**src/rtl/ncl_pkg.sv**
```systemverilog
package ncl_pkg;

    typedef enum logic [0:0] {
        CD_SPACER = 1'b0,
        CD_DATA   = 1'b1
    } cd_state_e;

endpackage

```
**src/rtl/ncl_rail_cell.sv**
```systemverilog
module ncl_rail_cell (
    input  logic clk,
    input  logic rst_n,
    input  logic en_i,
    input  logic req_i,
    input  logic in1_i,
    input  logic in0_i,
    output logic q1_o,
    output logic q0_o
);

    logic set1, set0, clr1, clr0;

    always_comb begin
        set1 = in1_i & req_i & ~q0_o;
        set0 = in0_i & req_i & ~q1_o;
        clr1 = ~in1_i & ~req_i;
        clr0 = ~in0_i & ~req_i;
    end

    always_ff @(posedge clk or negedge rst_n) begin
        if (!rst_n) begin
            q1_o <= 1'b0;
            q0_o <= 1'b0;
        end else if (en_i) begin
            if (set1)      q1_o <= 1'b1;
            else if (clr1) q1_o <= 1'b0;
            if (set0)      q0_o <= 1'b1;
            else if (clr0) q0_o <= 1'b0;
        end
    end

    p_hold_one_r3: assert property (@(posedge clk) disable iff (!rst_n)
        (q1_o && (in1_i || req_i)) |=> q1_o);
    p_hold_zero_r3: assert property (@(posedge clk) disable iff (!rst_n)
        (q0_o && (in0_i || req_i)) |=> q0_o);
    p_no_set_one_r4: assert property (@(posedge clk) disable iff (!rst_n)
        (!req_i && !q1_o) |=> !q1_o);
    p_no_set_zero_r4: assert property (@(posedge clk) disable iff (!rst_n)
        (!req_i && !q0_o) |=> !q0_o);
    p_never_both_r8: assert property (@(posedge clk) disable iff (!rst_n)
        !(q1_o && q0_o));

endmodule

```
**src/rtl/ncl_completion.sv**
```systemverilog
module ncl_completion
    import ncl_pkg::*;
#(
    parameter int WIDTH = 4
) (
    input  logic             clk,
    input  logic             rst_n,
    input  logic [WIDTH-1:0] rail1_i,
    input  logic [WIDTH-1:0] rail0_i,
    output logic             ack_o
);

    cd_state_e  state_q, state_d;
    logic [WIDTH-1:0] bit_valid;
    logic word_full, word_empty;

    always_comb begin
        bit_valid  = rail1_i | rail0_i;
        word_full  = &bit_valid;
        word_empty = ~|bit_valid;
    end

    always_ff @(posedge clk or negedge rst_n) begin
        if (!rst_n) state_q <= CD_SPACER;
        else        state_q <= state_d;
    end

    always_comb begin
        state_d = state_q;
        unique case (state_q)
            CD_SPACER: if (word_full)  state_d = CD_DATA;
            CD_DATA:   if (word_empty) state_d = CD_SPACER;
            default:   state_d = CD_SPACER;
        endcase
    end

    always_comb begin
        ack_o = (state_q == CD_DATA);
    end

    p_ack_rise_r5: assert property (@(posedge clk) disable iff (!rst_n)
        (word_full && !ack_o) |=> ack_o);
    p_ack_fall_r6: assert property (@(posedge clk) disable iff (!rst_n)
        (word_empty && ack_o) |=> !ack_o);
    p_ack_steady_r6: assert property (@(posedge clk) disable iff (!rst_n)
        (!word_full && !word_empty) |=> $stable(ack_o));

endmodule

```
**src/rtl/ncl_reg_stage.sv**
```systemverilog
module ncl_reg_stage #(
    parameter int WIDTH = 4
) (
    input  logic             clk,
    input  logic             rst_n,
    input  logic [WIDTH-1:0] in_rail1,
    input  logic [WIDTH-1:0] in_rail0,
    input  logic             nxt_ack,
    output logic [WIDTH-1:0] out_rail1,
    output logic [WIDTH-1:0] out_rail0,
    output logic             prv_ack,
    output logic             illegal
);

    logic req;
    logic store_en;

    always_comb begin
        req      = ~nxt_ack;
        illegal  = |(in_rail1 & in_rail0);
        store_en = ~illegal;
    end

    for (genvar b = 0; b < WIDTH; b++) begin : g_bit
        ncl_rail_cell u_cell (
            .clk   (clk),
            .rst_n (rst_n),
            .en_i  (store_en),
            .req_i (req),
            .in1_i (in_rail1[b]),
            .in0_i (in_rail0[b]),
            .q1_o  (out_rail1[b]),
            .q0_o  (out_rail0[b])
        );
    end

    ncl_completion #(.WIDTH(WIDTH)) u_cd (
        .clk     (clk),
        .rst_n   (rst_n),
        .rail1_i (out_rail1),
        .rail0_i (out_rail0),
        .ack_o   (prv_ack)
    );

    p_illegal_freeze_r7: assert property (@(posedge clk) disable iff (!rst_n)
        illegal |=> ($stable(out_rail1) && $stable(out_rail0)));
    p_set_needs_req_r2: assert property (@(posedge clk) disable iff (!rst_n)
        (nxt_ack && out_rail1 == '0) |=> (out_rail1 == '0));

endmodule

```
**config.mk**
```make
export PLATFORM = sky130hd
export DESIGN_NAME = ncl_reg_stage
export DESIGN_NICKNAME = d
export VERILOG_FILES = /design/src/rtl/ncl_pkg.sv /design/src/rtl/ncl_rail_cell.sv /design/src/rtl/ncl_completion.sv /design/src/rtl/ncl_reg_stage.sv
export SDC_FILE = /design/constraint.sdc
export NUM_CORES = 1
export LEC_CHECK = 0
export BUFFER_PORTS_ARGS = -buffer_cell sky130_fd_sc_hd__clkbuf_2
export CAP_MARGIN = 20
export CORE_UTILIZATION = 47
export CTS_BUF_LIST = sky130_fd_sc_hd__clkbuf_4 sky130_fd_sc_hd__clkbuf_8 sky130_fd_sc_hd__clkbuf_16
export CTS_CLUSTER_DIAMETER = 100
export DETAILED_ROUTE_END_ITERATION = 8
export PLACE_DENSITY = 0.85
export SLEW_MARGIN = 40
export SYNTH_ARGS = -nofsm -noshare
export SYNTH_HDL_FRONTEND = slang
export SYNTH_SLANG_ARGS = --single-unit
```
**constraint.sdc**
```tcl
create_clock -name clk -period 1.35 [get_ports clk]
set_input_delay 0.3375 -clock clk [delete_from_list [all_inputs] [get_ports clk]]
set_output_delay 0.3375 -clock clk [all_outputs]
set_load 0.1 [all_outputs]
```
==> reports/metrics.yaml, run 1 <==
cts-root-buf: "clkbuf_4"
clk_latency_ns: 0.27
yosys-top-cells-area: "dfrtp_1 36%, a41oi_1 9.8%, o2bb2ai_1 9.8%, buf_4 9.6%, nand3b_1 8.4%"
synth_edf_count: 0
via_per_inst: 5.727
status: "finished, final reports clean"
rrSetupSlack_ns: 0.13
vias: 567
crit_fanout: 6
critical_path_buf_inv_count: 2
maxSlewViolCount: 0
nNetsFinal: 97
power.leakage_uw: 0.0004563
reg2reg_from: "g_bit[0].u_cell.q1_o$_DFFE_PN0P_"
yosysTopAreaCellShare_pct: 36.07
final_util_pct: 79.59
hold_viol_final: 0
period_minus_slack_ns: 1.326
diodes: 0
synth_seq_cells: 9
avgSynthCellArea_um2: 10.24
design_area_um2: 932.1
h-tree-depth: 1
critPathCaptureType: "primary output"
peakVddDrop_v: 0.0008096
postRouteAntennaNets: 0
min_to: "g_bit[0].u_cell.q0_o$_DFFE_PN0P_"
wire_per_inst_um: 14.36
tns_ns: 0
fin_crit_sh_pct: 98.19
r2r-end: "u_cd.ack_o$_DFF_PN0_"
hp-class: "in2reg"
cts_buffer_depth: 2
n_fill_cell: 66
worst_pin_slew_ns: 0.2697
netlist_instances: 61
gp_congestion: 0.7664
drtIter0Drc: 21
cap_viol_max_count: 0
setup_viol: 0
cp_cell_sequence: "clkbuf_2, a22oi_4, nand2_4, buf_12"
hold_slack_ns: 0.3562
holdPathStages: 2
ys_seq_area_share_pct: 36.07
synthTopCellsByCount: "9 x dfrtp_1, 8 x buf_4"
drc: 0
yosysTopAreaCell: "dfrtp_1"
min_from: "in_rail0[0]"
place.detailed.hpwl_um: 1089
drive_gt1_share_pct: 45.88
crit_type: "in2out"
cts_inserted_buffers: 3
die_area_mm2: 0.001478
areaGrowthSynthToFinish_pct: 49.30
port_buffers: 20
grt_pass1_wl_um: 2332
tritoncts: "yes"
gr-usage-all-layers_pct: 24.24
wirelength_um: 1422
cp_slowest_stage_delay_ns: 0.29
synth_cell_types: 18
yosysMostFrequentCell: "dfrtp_1"
fin_skew_ns: 0.008560
grt_pass1_vias: 539
start_util_pct: 53.31
power_uw: 1170
clk_pin_slew_ns: 0.06
die-height_um: 38.45
async_flop_share_pct: 100.0
startpoint_type: "input pin"
die-width_um: 38.45
drt_pass1_iterations: 4
cp_data_required_time_ns: 1.01
arrival_ns: 0.99
core_mm2: 0.001171
clock.fmax_ghz: 0.7544
post_cts_buffers: 0
rr_worst_depth: 3
p_per_area_mw_per_mm2: 1255
antenna_found_initial: 0
io_pins: 21
crit_slowest_cell: "a22oi_4"
slew_headroom_pct: 82.02
grt_max_degree: 11
cp_top_family: "compound AO/OA/AOI/OAI gates"
syn-cell-area_um2: 624.3
grt-ovfl-total: 0
ys.flop_type: "dfrtp_1"
place_area_um2: 888.4
yosysWarningCount: 0
rsz0062_at_grt: "no"
rows: 12
synth_fp_nets: 72
cts.sinks: 9
worst max path at each step:
stage | from | end | slack (ns) | depth (start not counted)
after floorplan | in_rail1[0] | illegal | 0.07 | 3
after global placement | in_rail1[0] | illegal | 0.04 | 4
after detailed placement | in_rail1[0] | illegal | 0.004 | 4
after CTS | in_rail1[0] | illegal | 0.002 | 4
after global routing | in_rail0[0] | illegal | 0.004 | 4
final | in_rail0[0] | illegal | 0.02 | 4
metal layers:
metal / global-route usage [%] / part of all wire [%]
met1: 26.37 / 45
met2: 40.68 / 48
met3: 10.47 / 5.5
met5: 0 / 0
met4: 10.34 / 0.98
cells in the final DEF (no fill, tap or decap), drive strengths merged, types with 2 or more instances in the layout:
cell type and instances:
o2bb2ai 7, nor2 3, buf 20, clkbuf 14
dfrtp 9, a22oi 2, a41oi 7, inv 7
nand3b 7
layout make-up:
| class | count | area, um2 | share of cell area [%] |
|---|---|---|---|
| Clock buffer | 4 | 30.03 | 3.221 |
| Timing Repair Buffer | 31 | 339.1 | 36.38 |
| Inverter | 7 | 26.28 | 2.819 |
| Sequential cell | 9 | 226.5 | 24.30 |
| Tap cell | 14 | 17.52 | 1.879 |
| Multi-Input combinational cell | 34 | 292.8 | 31.41 |
timing repair:
item / CTS / global route
resized for setup: 0 / 1
endpoints found under the setup margin: 0 / 2
hold buffers: 1 / 0
endpoints found under the hold margin: 9 / 0
registers in the layout, summed over array words and instances, names as in the netlist:
signal / flops
g_bit.u_cell.q0_o: 4
g_bit.u_cell.q1_o: 4
u_cd.ack_o: 1
through the flow:
stage	setup slack, ns	cells
floorplan	0.07363	61
global placement	0.04028	94
detailed placement	0.003877	94
CTS	0.002042	99
global route	0.004045	99
finish	0.02439	99
where the power goes:
part           switching (uW)  internal (uW)
Sequential               37.6            300
Combinational             373            229
Clock                    96.0            134
kinds of logic after synthesis:
| family | after synthesis | share of synthesized area, % |
|---|---|---|
| buffers and inverters | 18 | 18.24 |
| flip-flops | 9 | 36.07 |
| AND/OR/NAND/NOR | 13 | 12.62 |
| AO/OA/AOI/OAI | 21 | 33.07 |
Note: power is estimated with default switching activity, not from simulation.
==> inputs of run 2 (changes only) <==
clock period = 1.39 ns   (was 1.35 ns; I/O delays follow)
==> reports/metrics.yaml, run 2 (same netlist as run 1, synthesis figures left out) <==
crit_path_end: "out_rail0[0]"
crit_type: "reg2out"
rrSetupSlack_ns: 0.18
start_util_pct: 53.31
grtUsageMet2_pct: 48.73
p_switching_uw: 494.5
hp-class: "in2reg"
power_frac_comb_pct: 51.1
place.detailed.hpwl_um: 1181
grtUsageMet3_pct: 4.070
crit_slowest_cell: "dfrtp_1"
grt_pass1_wl_um: 2490
diodes: 0
port_buffers: 20
rr_worst_depth: 3
nNetsFinal: 96
grt_util_met1_pct: 26.74
worst_pin_slew_ns: 0.2395
grt_pass1_vias: 573
areaGrowthSynthToFinish_pct: 47.29
antenna_found_initial: 0
cp_cell_sequence: "buf_4, buf_12"
tns_ns: 0
arrival_ns: 0.99
cts-root-buf: "clkbuf_4"
cts_buffer_depth: 2
clk_pin_slew_ns: 0.06
place_area_um2: 879.6
io_pins: 21
drt_pass1_iterations: 4
gr-usage-all-layers_pct: 25.34
h-tree-depth: 1
wire_per_inst_um: 15.56
cap_viol_max_count: 0
grt-ovfl-total: 0
p_per_area_mw_per_mm2: 1232
cp_data_required_time_ns: 1.04
drc: 0
power.leakage_uw: 0.0004503
core_mm2: 0.001171
critPathCaptureType: "primary output"
p_int_uw: 638.9
crit_fanout: 5
cp_top_family: "flip-flops"
fin_skew_ns: 0.005316
setup.worst_path.start: "g_bit[0].u_cell.q0_o$_DFFE_PN0P_"
final_cell_mix: "10 x clkbuf_2, 10 x buf_12, 9 x dfrtp_1, 9 x buf_4"
clk_latency_ns: 0.26
cp_num_cells: 2
rows: 12
critical_path_buf_inv_count: 2
pwr-share-seq_pct: 29.1
grt_max_degree: 13
fin_crit_sh_pct: 96.44
hold_slack_ns: 0.3804
tritoncts: "yes"
post_cts_buffers: 0
slew_headroom_pct: 84.03
cts_inserted_buffers: 3
hold_viol_final: 0
die-height_um: 38.45
rsz0062_at_grt: "no"
gp_congestion: 0.7749
via_per_inst: 5.990
grt-busiest-layer: "met2"
switching_share_pct: 43.63
maxSlewViolCount: 0
postRouteAntennaNets: 0
period_minus_slack_ns: 1.341
drtIter0Drc: 16
drive_gt1_share_pct: 44.05
setup_viol: 0
cp_slowest_stage_delay_ns: 0.40
wirelength_um: 1525
cts-resized-gates: 0
clock.fmax_ghz: 0.7460
final_util_pct: 78.53
status: "finished, final reports clean"
peakVddDrop_v: 0.0006523
startpoint_type: "flop"
die-width_um: 38.45
vias: 587
design_area_um2: 919.6
reg2reg_from: "g_bit[0].u_cell.q1_o$_DFFE_PN0P_"
die_area_mm2: 0.001478
r2r-end: "u_cd.ack_o$_DFF_PN0_"
clkPwrFrac_pct: 19.8
cts.sinks: 9
## run 2: cell types whose count changed in the layout (fill, tap and decap cells not counted), sizes merged
cell | before | now
buf | 20 | 19
## run 2: routing by layer
layer  routed length (um)  share of wire (%)
met2                  799                 52
met1                  607                 40
met3                   91                6.0
met4                   26                1.7
met5                    0                  0
## run 2: power by group through the flow
stage | combinational, uW | clock (uW) | sequential [uW]
after floorplan | 389 | 0 | 327
after global placement | 565 | 0 | 330
after detailed placement | 576 | 0 | 334
after CTS | 580 | 230 | 330
after global routing | 602 | 238 | 333
final | 579 | 225 | 330
## run 2: timing repair
action,in CTS,in global routing
hold endpoints to repair,9,0
setup endpoints to repair,0,0
hold buffers,1,0
## run 2: cell type report
cell class / count / area [um2]
sequential: 9 / 225.2
tap: 14 / 17.52
fill: 69 / 251.5
multi-input combinational: 34 / 292.8
inverter: 7 / 26.28
clock buffer: 4 / 30.03
timing repair buffer: 30 / 327.8
## run 2: worst min path at each step
stage | start | endpoint | slack (ns) | cells after the start
CTS | in_rail0[0] | g_bit[0].u_cell.q0_o$_DFFE_PN0P_ | 0.38 | 2
global route | in_rail0[0] | g_bit[0].u_cell.q0_o$_DFFE_PN0P_ | 0.38 | 2
floorplan | rst_n | g_bit[0].u_cell.q0_o$_DFFE_PN0P_ | 0.05 | 0
global placement | rst_n | g_bit[3].u_cell.q1_o$_DFFE_PN0P_ | 0.21 | 1
detailed placement | rst_n | g_bit[0].u_cell.q0_o$_DFFE_PN0P_ | 0.22 | 1
finish | in_rail0[0] | g_bit[0].u_cell.q0_o$_DFFE_PN0P_ | 0.38 | 2
## run 2: stage by stage
step | worst slack [ns] | cells | power (uW)
detailed placement | 0.06182 | 93 | 909.9
floorplan | 0.01132 | 61 | 716.2
CTS | 0.04458 | 98 | 1140
global route | 0.02978 | 98 | 1174
finish | 0.04945 | 98 | 1133
global placement | 0.09977 | 93 | 894.9
==> inputs of run 3 (changes only) <==
CORE_UTILIZATION = 43   (was 47)
PLACE_DENSITY = 0.83   (was 0.85)
clock period = 1.2 ns   (was 1.39 ns; I/O delays follow)
==> reports/metrics.yaml, run 3 (same netlist as run 1, synthesis figures left out) <==
rsz0062_at_grt: "yes"
cts-root-buf: "clkbuf_4"
vias: 649
areaGrowthSynthToFinish_pct: 74.55
cts_buffer_depth: 2
slew_headroom_pct: 83.74
grt-ovfl-total: 0
drive_gt1_share_pct: 56.86
io_pins: 21
layout_commonest_cell: "buf_4"
fin_crit_sh_pct: 105.1
final_cell_mix: "21 x buf_4, 10 x buf_12, 8 x clkbuf_2, 8 x buf_6"
final_util_pct: 81.71
grt_pass1_wl_um: 2670
power.leakage_uw: 0.0005393
clock.fmax_ghz: 0.7932
wirelength_um: 1721
power_uw: 1435
cap_viol_max_count: 0
wire_per_inst_um: 14.71
drtIter0Drc: 19
cts.sinks: 9
worst_pin_slew_ns: 0.2417
hold_viol_final: 0
drc: 0
gr-usage-all-layers_pct: 25.67
clk_pin_slew_ns: 0.06
status: "finished, violations left"
stdcell_count: 117
cp_data_required_time_ns: 0.90
fin_ws_ns: -0.06069
peakVddDrop_v: 0.0008518
arrival_ns: 0.96
clk_latency_ns: 0.27
drt_pass1_iterations: 4
tns_ns: -0.3256
startpoint_type: "flop"
crit_fanout: 2
fin_skew_ns: 0.01005
tritoncts: "yes"
via_per_inst: 5.547
crit_type: "reg2out"
grt_max_degree: 13
gp_congestion: 0.8495
p_per_area_mw_per_mm2: 1317
nNetsFinal: 114
h-tree-depth: 1
core_mm2: 0.001334
antenna_found_initial: 0
setup_viol: 8
hp-class: "in2reg"
postRouteAntennaNets: 0
rr_worst_depth: 4
die-height_um: 40.11
grt_pass1_vias: 608
dpl.cell_count: 100
place.detailed.hpwl_um: 1155
rows: 13
die_area_mm2: 0.001608
maxSlewViolCount: 0
start_util_pct: 46.81
period_minus_slack_ns: 1.261
violations: "setup timing"
critPathCaptureType: "primary output"
die-width_um: 40.11
holdPathStages: 3
port_buffers: 20
diodes: 0
cts_inserted_buffers: 3
==> run 3: changes by cell type in the layout (fill, tap and decap cells not counted), sizes merged <==
cell / delta
clkbuf: -2
buf: +20
==> run 3: path summary, 6_finish.rpt <==
path / from / to / slack [ns]
max: g_bit[0].u_cell.q0_o$_DFFE_PN0P_ / out_rail0[0] / -0.06
min: in_rail1[0] / g_bit[0].u_cell.q1_o$_DFFE_PN0P_ / 0.36
max reg2reg: g_bit[0].u_cell.q1_o$_DFFE_PN0P_ / u_cd.ack_o$_DFF_PN0_ / -0.04
min reg2reg: g_bit[2].u_cell.q1_o$_DFFE_PN0P_ / g_bit[2].u_cell.q1_o$_DFFE_PN0P_ / 0.56
max in group asynchronous: rst_n / g_bit[2].u_cell.q0_o$_DFFE_PN0P_ / 0.52
min in group asynchronous: rst_n / g_bit[3].u_cell.q1_o$_DFFE_PN0P_ / 0.44
==> run 3: report_power, final <==
part	total (uW)	switching (uW)	leakage, uW	internal, uW
Combinational	803	454	0.000434	349
Sequential	374	34.6	0.0000865	339
Clock	258	107	0.0000184	151
==> run 3: metal layers <==
metal  track usage [%]  share of wire [%]  vias to the layer above
li1                  -                  -                      309
met1             27.99                 40                      321
met2             50.00                 55                       19
met3             6.667                4.9                        0
met4             2.586                  0                        0
met5                 0                  0                        -
==> run 3: per-stage QoR <==
step	hold WS [ns]	cell area, um2	setup slack (ns)
global placement	0.1629	922.1	-0.01219
detailed placement	0.1689	922.1	-0.04629
CTS	0.3753	1055	-0.04999
global route	0.3848	1090	-0.09624
floorplan	0.004409	628.1	-0.1222
finish	0.3624	1090	-0.06069
==> run 3: critical path, cell delays in order, from the launching register on <==
cell and delay [ns]:
dfrtp_1 0.40, buf_6 0.13, buf_12 0.15
==> run 3: timing repair <==
| item | in CTS | in global routing |
|---|---|---|
| hold buffers | 1 | 0 |
| buffers inserted | 9 | 3 |
| endpoints found under the setup margin | 10 | 11 |
| hold endpoints to repair | 9 | 0 |
| pin swaps | 4 | 3 |
| gates cloned | 0 | 0 |
| resized for setup | 9 | 6 |
==> run 3: layout make-up <==
type / instances / area [um2]
fill: 74 / 244.0
timing repair buffer: 48 / 498.0
tap: 15 / 18.77
inverter: 7 / 26.28
sequential: 9 / 229.0
clock buffer: 4 / 30.03
multi-input combinational: 34 / 287.8
